`src/rtl/hah_pkg.sv`:
```
`timescale 1ns/1ps
package hah_pkg;

  typedef enum logic {
    ST_HUNT = 1'b0,
    ST_LOCK = 1'b1
  } hunt_state_e;

endpackage

```
`src/rtl/hah_rst_sync.sv`:
```
`timescale 1ns/1ps
module hah_rst_sync (
  input  logic clk,
  input  logic rst_n,
  output logic rst_sync_n
);

  logic [1:0] pipe_q;

  always_ff @(posedge clk or negedge rst_n) begin
    if (!rst_n) begin
      pipe_q <= 2'b00;
    end else begin
      pipe_q <= {pipe_q[0], 1'b1};
    end
  end

  assign rst_sync_n = pipe_q[1];

endmodule

```
`src/rtl/hah_shift_window.sv`:
```
`timescale 1ns/1ps
module hah_shift_window #(
  parameter int TOTAL = 40
) (
  input  logic             clk,
  input  logic             rst_n,
  input  logic             clear_i,
  input  logic             shift_i,
  input  logic             bit_i,
  output logic [TOTAL-1:0] win_nx_o,
  output logic             full_nx_o
);

  localparam int FILL_W = $clog2(TOTAL + 1);
  localparam logic [FILL_W-1:0] FILL_MAX = FILL_W'(TOTAL);

  logic [TOTAL-1:0]  sr_q, sr_nx;
  logic [FILL_W-1:0] fill_q, fill_nx;
  logic              upd_en;

  // next-state
  always_comb begin
    sr_nx   = sr_q;
    fill_nx = fill_q;
    if (clear_i) begin
      sr_nx   = '0;
      fill_nx = '0;
    end else if (shift_i) begin
      sr_nx = {sr_q[TOTAL-2:0], bit_i};
      if (fill_q != FILL_MAX) begin
        fill_nx = fill_q + 1'b1;
      end
    end
  end

  assign upd_en = clear_i | shift_i;

  // registers
  always_ff @(posedge clk or negedge rst_n) begin
    if (!rst_n) begin
      sr_q   <= '0;
      fill_q <= '0;
    end else if (upd_en) begin
      sr_q   <= sr_nx;
      fill_q <= fill_nx;
    end
  end

  assign win_nx_o  = sr_nx;
  assign full_nx_o = (fill_nx == FILL_MAX);

endmodule

```
`src/rtl/hah_crc_match.sv`:
```
`timescale 1ns/1ps
module hah_crc_match #(
  parameter int          WIN   = 32,
  parameter int          CHK   = 8,
  parameter int unsigned POLY  = 'h07,
  parameter int unsigned COSET = 'h55
) (
  input  logic [WIN+CHK-1:0] vec_i,
  output logic               match_o
);

  localparam logic [CHK-1:0] POLY_V  = CHK'(POLY);
  localparam logic [CHK-1:0] COSET_V = CHK'(COSET);

  logic [CHK-1:0] rem;
  logic           fb;

  // serial remainder over the window, oldest bit first
  always_comb begin
    rem = '0;
    fb  = 1'b0;
    for (int i = WIN - 1; i >= 0; i--) begin
      fb  = rem[CHK-1] ^ vec_i[CHK+i];
      rem = {rem[CHK-2:0], 1'b0};
      if (fb) begin
        rem = rem ^ POLY_V;
      end
    end
    match_o = ((rem ^ COSET_V) == vec_i[CHK-1:0]);
  end

endmodule

```
`src/rtl/hah_phase_ctr.sv`:
```
`timescale 1ns/1ps
module hah_phase_ctr #(
  parameter int CHK  = 8,
  parameter int PH_W = $clog2(CHK)
) (
  input  logic            clk,
  input  logic            rst_n,
  input  logic            clear_i,
  input  logic            load0_i,
  input  logic            step_i,
  output logic [PH_W-1:0] ph_o,
  output logic            wrap_o
);

  localparam logic [PH_W-1:0] PH_LAST = PH_W'(CHK - 1);

  logic [PH_W-1:0] ph_q, ph_nx;
  logic            ph_en;

  always_comb begin
    ph_nx = ph_q;
    if (clear_i || load0_i) begin
      ph_nx = '0;
    end else if (step_i) begin
      ph_nx = (ph_q == PH_LAST) ? '0 : ph_q + 1'b1;
    end
  end

  assign ph_en = clear_i | load0_i | step_i;

  always_ff @(posedge clk or negedge rst_n) begin
    if (!rst_n) begin
      ph_q <= '0;
    end else if (ph_en) begin
      ph_q <= ph_nx;
    end
  end

  assign ph_o   = ph_q;
  assign wrap_o = step_i && !clear_i && (ph_q == PH_LAST);

endmodule

```
`src/rtl/hah_ctrl.sv`:
```
`timescale 1ns/1ps
module hah_ctrl
  import hah_pkg::*;
#(
  parameter int WIN   = 32,
  parameter int CHK   = 8,
  parameter int OFF_W = $clog2(CHK)
) (
  input  logic             clk,
  input  logic             rst_n,
  input  logic             restart_i,
  input  logic             bit_valid_i,
  input  logic             found_i,
  input  logic             wrap_i,
  input  logic [OFF_W-1:0] ph_i,
  output logic             hunting_o,
  output logic             load0_o,
  output logic             aligned_o,
  output logic [OFF_W-1:0] offset_o,
  output logic             hdr_start_o,
  output logic             byte_stb_o
);

  localparam int LMOD = (WIN + CHK) % CHK;

  hunt_state_e      st_q, st_nx;
  logic [OFF_W-1:0] off_q, off_nx;
  logic             hdr_q, hdr_nx;
  logic             stb_q, stb_nx;
  logic             accept;
  logic             hit;
  int               off_calc;

  assign accept  = bit_valid_i && !restart_i;
  assign hit     = (st_q == ST_HUNT) && accept && found_i;
  assign off_calc = (int'(ph_i) + 1 + CHK - LMOD) % CHK;

  // next-state
  always_comb begin
    st_nx  = st_q;
    off_nx = off_q;
    hdr_nx = 1'b0;
    stb_nx = 1'b0;
    if (restart_i) begin
      st_nx  = ST_HUNT;
      off_nx = '0;
    end else begin
      unique case (st_q)
        ST_HUNT: begin
          if (hit) begin
            st_nx  = ST_LOCK;
            off_nx = OFF_W'(off_calc);
            hdr_nx = 1'b1;
          end
        end
        ST_LOCK: begin
          stb_nx = wrap_i;
        end
        default: st_nx = ST_HUNT;
      endcase
    end
  end

  // registers
  always_ff @(posedge clk or negedge rst_n) begin
    if (!rst_n) begin
      st_q  <= ST_HUNT;
      off_q <= '0;
      hdr_q <= 1'b0;
      stb_q <= 1'b0;
    end else begin
      st_q  <= st_nx;
      off_q <= off_nx;
      hdr_q <= hdr_nx;
      stb_q <= stb_nx;
    end
  end

  assign hunting_o   = (st_q == ST_HUNT);
  assign load0_o     = hit;
  assign aligned_o   = (st_q == ST_LOCK);
  assign offset_o    = off_q;
  assign hdr_start_o = hdr_q;
  assign byte_stb_o  = stb_q;

endmodule

```
`src/rtl/hec_align_hunter.sv`:
```
`timescale 1ns/1ps
module hec_align_hunter #(
  parameter int          WIN_BITS = 32,
  parameter int          CHK_BITS = 8,
  parameter int unsigned POLY     = 'h07,
  parameter int unsigned COSET    = 'h55,
  parameter int          OFF_W    = $clog2(CHK_BITS)
) (
  input  logic             clk,
  input  logic             rst_n,
  input  logic             bit_i,
  input  logic             bit_valid_i,
  input  logic             restart_i,
  output logic             aligned_o,
  output logic [OFF_W-1:0] offset_o,
  output logic             hdr_start_o,
  output logic             byte_stb_o
);

  localparam int TOTAL = WIN_BITS + CHK_BITS;

  logic             rst_sync_n;
  logic [TOTAL-1:0] win_nx;
  logic             full_nx;
  logic             match;
  logic             found;
  logic             hunting;
  logic             load0;
  logic             shift_en;
  logic             step;
  logic [OFF_W-1:0] ph;
  logic             wrap;

  hah_rst_sync u_rst (
    .clk        (clk),
    .rst_n      (rst_n),
    .rst_sync_n (rst_sync_n)
  );

  assign step     = bit_valid_i && !restart_i;
  assign shift_en = step && hunting;

  hah_shift_window #(.TOTAL(TOTAL)) u_win (
    .clk       (clk),
    .rst_n     (rst_sync_n),
    .clear_i   (restart_i),
    .shift_i   (shift_en),
    .bit_i     (bit_i),
    .win_nx_o  (win_nx),
    .full_nx_o (full_nx)
  );

  hah_crc_match #(
    .WIN   (WIN_BITS),
    .CHK   (CHK_BITS),
    .POLY  (POLY),
    .COSET (COSET)
  ) u_crc (
    .vec_i   (win_nx),
    .match_o (match)
  );

  assign found = match && full_nx;

  hah_phase_ctr #(.CHK(CHK_BITS), .PH_W(OFF_W)) u_ph (
    .clk     (clk),
    .rst_n   (rst_sync_n),
    .clear_i (restart_i),
    .load0_i (load0),
    .step_i  (step),
    .ph_o    (ph),
    .wrap_o  (wrap)
  );

  hah_ctrl #(.WIN(WIN_BITS), .CHK(CHK_BITS), .OFF_W(OFF_W)) u_ctrl (
    .clk         (clk),
    .rst_n       (rst_sync_n),
    .restart_i   (restart_i),
    .bit_valid_i (bit_valid_i),
    .found_i     (found),
    .wrap_i      (wrap),
    .ph_i        (ph),
    .hunting_o   (hunting),
    .load0_o     (load0),
    .aligned_o   (aligned_o),
    .offset_o    (offset_o),
    .hdr_start_o (hdr_start_o),
    .byte_stb_o  (byte_stb_o)
  );

endmodule

```
`config.mk`:
```
export PLATFORM = sky130hd
export DESIGN_NAME = hec_align_hunter
export DESIGN_NICKNAME = d
export VERILOG_FILES = /design/src/rtl/hah_pkg.sv /design/src/rtl/hah_rst_sync.sv /design/src/rtl/hah_shift_window.sv /design/src/rtl/hah_crc_match.sv /design/src/rtl/hah_phase_ctr.sv /design/src/rtl/hah_ctrl.sv /design/src/rtl/hec_align_hunter.sv
export SDC_FILE = /design/constraint.sdc
export NUM_CORES = 1
export LEC_CHECK = 0
export BUFFER_PORTS_ARGS = -buffer_cell sky130_fd_sc_hd__buf_2
export CORE_MARGIN = 2
export CORE_UTILIZATION = 60
export CTS_CLUSTER_DIAMETER = 60
export DETAILED_ROUTE_END_ITERATION = 10
export PLACE_DENSITY_LB_ADDON = 0.12
export SYNTH_ARGS = -nofsm -noshare
export SYNTH_HDL_FRONTEND = slang
export SYNTH_SLANG_ARGS = --single-unit
export TNS_END_PERCENT = 30
```
`constraint.sdc`:
```
create_clock -name clk -period 1.9 [get_ports clk]
set_input_delay 0.475 -clock clk [delete_from_list [all_inputs] [get_ports clk]]
set_output_delay 0.475 -clock clk [all_outputs]
set_load 0.03 [all_outputs]
```
Word-level counts from Yosys, hierarchy flattened --
Index checks and enable logic that the tools add are counted. W data, S select, Z words.
Word-level totals: output and inout port bits 6, logic and storage cells 146, bits in registers 57
Cells by class: reduce and logical (&&, ||, !) cells 12, eq/ne operators 5, multiplexer cells 50, bitwise gates (word level) 67, add/subtract/negate cells 4
Operator list (count):
- $mux W3 | 38
- $not A3 Y3 | 31
- $mux W40 | 2
- $xor A1 B1 Y1 | 26
- $mux W6 | 3
- $add A3 B1 Y3 const B | 3
- $eq A8 B8 Y1 | 1
- $mux W1 | 7
- $add A6 B1 Y6 const B | 1
- $eq A6 B6 Y1 const B | 1
- $logic_and A1 B1 Y1 | 6
- $ne A6 B6 Y1 const B | 1
- $xor A1 B1 Y1 const A | 5
- $not A4 Y4 | 1
- $reduce_and A2 Y1 | 2
- $reduce_bool A2 Y1 | 2
- $eq A3 B3 Y1 const B | 1
- $or A1 B1 Y1 | 3
- $ne A2 B2 Y1 const B | 1
- $logic_not A1 Y1 | 1
- $logic_or A1 B1 Y1 | 1
- $not A1 Y1 | 1

Depth between registers and ports, before layout --
depth after elaboration 75, depth in mapped cells 14, depth with buffers taken out 12

Modules after synthesis --
Synthesis repeated with hierarchy kept, for this count alone.
Unflattened totals: cell total of the unflattened synthesis 338, area total of the unflattened synthesis 3826.2 um2
By module, submodules not included:
- hah_shift_window | cells each 217, area each 2158.3 um2, sequential area each 1151.1 um2, instances 1
- hah_crc_match | cells each 81, area each 1146.1 um2, sequential area each 0.0 um2, instances 1
- hah_ctrl | cells each 20, area each 281.5 um2, sequential area each 150.1 um2, instances 1
- hah_phase_ctr | cells each 14, area each 165.2 um2, sequential area each 75.1 um2, instances 1
- hah_rst_sync | cells each 3, area each 53.8 um2, sequential area each 50.0 um2, instances 1
- hec_align_hunter | cells each 3, area each 21.3 um2, sequential area each 0.0 um2, instances 1

Worst setup path before layout --
Ideal clock, no wire load.
path kind register -> register, from reg u_ctrl.st_q (netlist: u_ctrl.aligned_o), to reg u_ctrl.off_q[1] (netlist: u_ctrl.offset_o[1]), data required time 1.775 ns, stages on the path, launching flop included 13, setup time 0.125 ns, buffers on the path 0, period minus slack after synthesis 3.486 ns, arrival 3.361 ns, setup slack -1.586 ns, cell sequence dfrtp_1 -> and2b_4 -> nand2_1 -> a21oi_2 -> xnor3_1 -> xnor2_2 -> xnor3_2 -> xnor2_2 -> xnor2_1 -> or3_1 -> nand2_1 -> nand4b_4 -> mux2_4
Between the ends: longest elaborated chain between the ends 34
RTL lines:
- start: declaration | RTL line hah_ctrl.sv:26 | hunt_state_e st_q, st_nx;
- start signal: assignment | RTL line hah_ctrl.sv:72 | st_q <= st_nx;
- $not A1 Y1 | RTL line hah_ctrl.sv:35, hah_ctrl.sv:79
- $logic_and A1 B1 Y1 | RTL line hah_ctrl.sv:35, hec_align_hunter.sv:41
- $mux W40 | RTL line hah_shift_window.sv:28 | end else if (shift_i) begin
- $mux W40 | RTL line hah_shift_window.sv:25 | if (clear_i) begin
- $xor A1 B1 Y1 | RTL line hah_crc_match.sv:23 | fb = rem[CHK-1] ^ vec_i[CHK+i];
- $mux W3 | RTL line hah_crc_match.sv:25 | if (fb) begin
- $not A3 Y3 (no line)
- $mux W3 | RTL line hah_crc_match.sv:25
- [... 18 more ...]
- $not A3 Y3 (no line)
- $mux W3 | RTL line hah_crc_match.sv:25
- $not A4 Y4 (no line)
- $eq A8 B8 Y1 | RTL line hah_crc_match.sv:29 | match_o = ((rem ^ COSET_V) == vec_i[CHK-1:0]);
- $logic_and A1 B1 Y1 | RTL line hec_align_hunter.sv:63 | assign found = match && full_nx;
- $logic_and A1 B1 Y1 | RTL line hah_ctrl.sv:35 | assign hit = (st_q == ST_HUNT) && accept && found_i;
- $reduce_bool A2 Y1 (no line)
- $reduce_and A2 Y1 (no line) *
- end signal: assignment | RTL line hah_ctrl.sv:73 | off_q <= off_nx;
- end: declaration | RTL line hah_ctrl.sv:27 | logic [OFF_W-1:0] off_q, off_nx;
Every way passes the cells marked *; elsewhere a longest branch is shown, timed or not. A chain may end at the register's enable or synchronous reset.

Final worst setup path --
Ends and elaborated chain as after synthesis.

==> impl_metrics.csv <==
group,metric,value,unit
pwr,p_leak,2.282,nW
pwr,p_int,0.002158,W
final_layout,synthToLayoutAreaGrowth,28.76,%
logic_synthesis,syn-cell-area,3785,um^2
place,dp_hpwl,6264,um
run,cap_violations,0,
global_route,grt_max_degree,56,
logic_synthesis,async_flop_share,100.0,%
sta,period_minus_slack,3544,ps
global_route,met3_usage,4.871,%
final_layout,filler_cell_count,383,
critical_path,cp-start-kind,"flop",
critical_path,critPathMaxFanout,8,
final_layout,register_area,1429,um^2
global_route,grt_pass1_wl,15640,um
critical_path,slowest_stage,"xnor3_2",
logic_synthesis,yosys_warnings,0,
detailed_routing,drt_first_pass_iters,4,
floorplan,dieHeight,83.43,um
clocking,numCtsBuffers,9,
detailed_routing,routed_via_density,5.431,
logic_synthesis,synth-edff-count,0,
detailed_routing,drc,0,
final_layout,nNetsFinal,488,
logic_synthesis,ys_types,44,
detailed_routing,vias,3036,
sta,setup_ws,-1644,ps
logic_synthesis,synth_top_flop_cell,"dfrtp_1",
floorplan,dieArea,6960,um^2
detailed_routing,routedWlPerCell,16.80,um
sta,clock_skew,7.365,ps
critical_path,cp-end-kind,"flop",
final_layout,stdcell_count,559,
place,gp_congestion,0.8180,
detailed_routing,ant_nets,0,
place,post-place-ws,-1778,ps
logic_synthesis,yosysSeqAreaShare,37.69,%
global_route,met2_usage,47.87,%
pwr,power_frac_comb,7.5,%
place,io_buffers,10,
pwr,ir_worst_vdd,438.7,uV
floorplan,start_util,62.81,%
pwr,pwr_density_cell,573.9,nW/um^2
floorplan,ioPinCount,11,
min_path,hold_path_class,"reg2async",
pwr,seqPwrFrac,44.1,%
clocking,root_buffer,"clkbuf_8",
floorplan,fp.dieW,83.43,um
critical_path,critPathMaxStageDelay,490,ps
status,violations,"negative setup slack",
global_route,grt.busiest_layer,"met2",
sta,hold_viol_final,0,
sta,slew_violations,0,
global_route,grtUsageMet1,37.69,%
place,place_inst,538,
pwr,swShare,22.85,%
logic_synthesis,syn_area_per_cell,9.831,um^2
status,status,"complete, but fails checks",
critical_path,crit_buf_inv,0,
clocking,path_clk_slew,70,ps
clocking,clk_latency,350,ps
logic_synthesis,synth_cells,385,
global_route,overflow,0,
global_route,antenna_found_initial,0,
detailed_routing,initialDrtViolationCount,153,
final_layout,drive_above_1_share,33.26,%
sta,fin_crit_sh,186.5,%
global_route,grt_pass1_vias,3180,
critical_path,critPathArrivalTime,3770,ps
global_route,grtUsageTotal,28.67,%
detailed_routing,wirelength,9392,um
sta,finalSetupViolCount,8,
pwr,p_clk_share,48.3,%
clocking,cts.sinks,57,
logic_synthesis,ys_seq_elements,57,
critical_path,required,2130,ps
sta,rsz0062_at_grt,"yes",
critical_path,path_cells,"and2b_4, nand2_2, a21oi_2, xnor3_2, xnor3_1, xor3_2, xnor2_1, or2_0, mux2i_1, nand4_1, nand4b_4, mux2_4",
floorplan,coreArea,6026,um^2
floorplan,placementRows,28,
logic_synthesis,syn-num-nets,394,
clocking,htree_levels,3,
clocking,cts_buffer_depth,2,
final_layout,antenna-diode-count,0,
final_layout,multiInputGateArea,2297,um^2
clocking,cts_tree,"yes",
critical_path,crit_type,"reg2reg",
pwr,switchingPower,0.0006391,W
critical_path,cp_top_family,"XOR/XNOR gates",
sta,max_freq,282.1,MHz
[Yosys cell counts, types with 2 or more instances]
cell	n	share of area, %
xnor3_2	2	1.3
nand4_1	2	0.33
a21oi_1	35	4.6
nand2b_1	3	0.50
or3_1	3	0.50
xnor2_1	56	13
buf_2	2	0.26
nand3_1	5	0.66
a41oi_1	2	0.46
nor3_1	5	0.66
nand2_1	78	7.7
inv_1	4	0.40
xnor3_1	8	4.8
clkbuf_1	11	1.1
a21oi_2	6	1.4
nor2_1	21	2.1
mux2_4	2	0.79
xor2_1	18	4.2
o21ai_0	3	0.40
ha_1	4	1.3
dfrtp_1	57	38
mux2i_1	19	5.0
nor2b_1	5	0.83
buf_1	6	0.59
xnor2_2	7	3.0
buf_6	3	0.89
[final timing paths]
kind                                            start                             end  slack, ps  cells past startpoint
min                         u_rst.pipe_q[1]$_DFF_PN0_      u_win.sr_q[28]$_DFFE_PN0P_        270                      1
max                        u_ctrl.aligned_o$_DFF_PN0_  u_ctrl.offset_o[1]$_DFFE_PN0P_      -1640                     12
min in group clk            u_rst.pipe_q[0]$_DFF_PN0_       u_rst.pipe_q[1]$_DFF_PN0_        350                      0
min reg2reg                 u_rst.pipe_q[1]$_DFF_PN0_      u_win.sr_q[28]$_DFFE_PN0P_        270                      1
max in group asynchronous                       rst_n       u_rst.pipe_q[1]$_DFF_PN0_       1370                      2
max reg2reg                u_ctrl.aligned_o$_DFF_PN0_  u_ctrl.offset_o[1]$_DFFE_PN0P_      -1640                     12
[what timing repair did]
item	CTS	global route
endpoints found under the hold margin	2	0
hold buffers	1	0
buffers inserted	3	1
cloned	0	0
endpoints found under the setup margin	8	10
pin swaps	8	4
resized for setup	8	2
[cell type report]
type / count / area share (%)
inverter: 4 / 0.3081
clock inverter: 2 / 1.232
clock buffer: 14 / 3.543
timing repair buffer: 107 / 16.53
multi-input combinational: 300 / 47.14
tap: 75 / 1.926
sequential: 57 / 29.32
[worst reg2reg max path: stages, from the launching register on]
cell	delay, ps
dfrtp_2	410
and2b_4	330
nand2_2	80
a21oi_2	160
xnor3_2	490
xnor3_1	280
xor3_2	470
xnor2_1	160
or2_0	210
mux2i_1	180
nand4_1	120
nand4b_4	220
mux2_4	320
[power groups by stage]
stage	Combinational [W]	Clock (W)	Sequential [W]
3_3_place_gp	0.000199	0	0.00126
4_1_cts	0.000209	0.00135	0.00123
2_1_floorplan	0.000116	0	0.00127
5_1_grt	0.000231	0.00141	0.00123
3_5_place_dp	0.000203	0	0.00126
6_report	0.000211	0.00135	0.00123
[layout by cell type, fill, tap and decap left out, types with 7 or more instances in the layout]
cell       n
a21oi_1   35
buf_2     10
buf_4     94
clkbuf_8  12
dfrtp_1   55
mux2i_1   15
nand2_1   76
nor2_1    20
xnor2_1   51
xnor2_2   11
xnor3_1    7
xor2_1    18
[kinds of logic after synthesis]
kind of cell	after synthesis	synth area share, %
mux	23	6.777
simple gates	130	15.47
xor+xnor	93	27.44
buf+inv	28	3.570
compound gates	49	7.636
flops	57	37.69
fa+ha+maj	4	1.322
other cells	1	0.09908
[per-stage QoR]
stage | setup TNS, ps | area, um^2 | hold slack (ps) | utilization (%) | total power, W
after floorplan | -10870 | 3837 | 179.4 | - | 0.001387
after global placement | -12670 | 4552 | 258.1 | 75.54 | 0.001455
after detailed placement | -13780 | 4552 | 260.9 | 75.54 | 0.001459
after CTS | -12400 | 4851 | 288.2 | 80.50 | 0.002796
after global routing | -13950 | 4873 | 305.4 | 80.88 | 0.002873
final | -12580 | 4873 | 270.2 | 80.88 | 0.002797
[per-layer routing]
layer	share of wire (%)	vias up	wire, um
li1	-	1445	-
met1	45	1511	4189
met2	50	60	4680
met3	3.6	20	339
met4	1.9	0	182
met5	0	-	0
[flip-flops by register name, summed over array words and instances, names as in the netlist]
signal              count
u_ctrl.aligned_o        1
u_ctrl.byte_stb_o       1
u_ctrl.hdr_start_o      1
u_ctrl.offset_o         3
u_ph.ph_o               3
u_rst.pipe_q            2
u_win.fill_q            6
u_win.sr_q             40
Note: power is estimated with default switching activity, not from simulation.
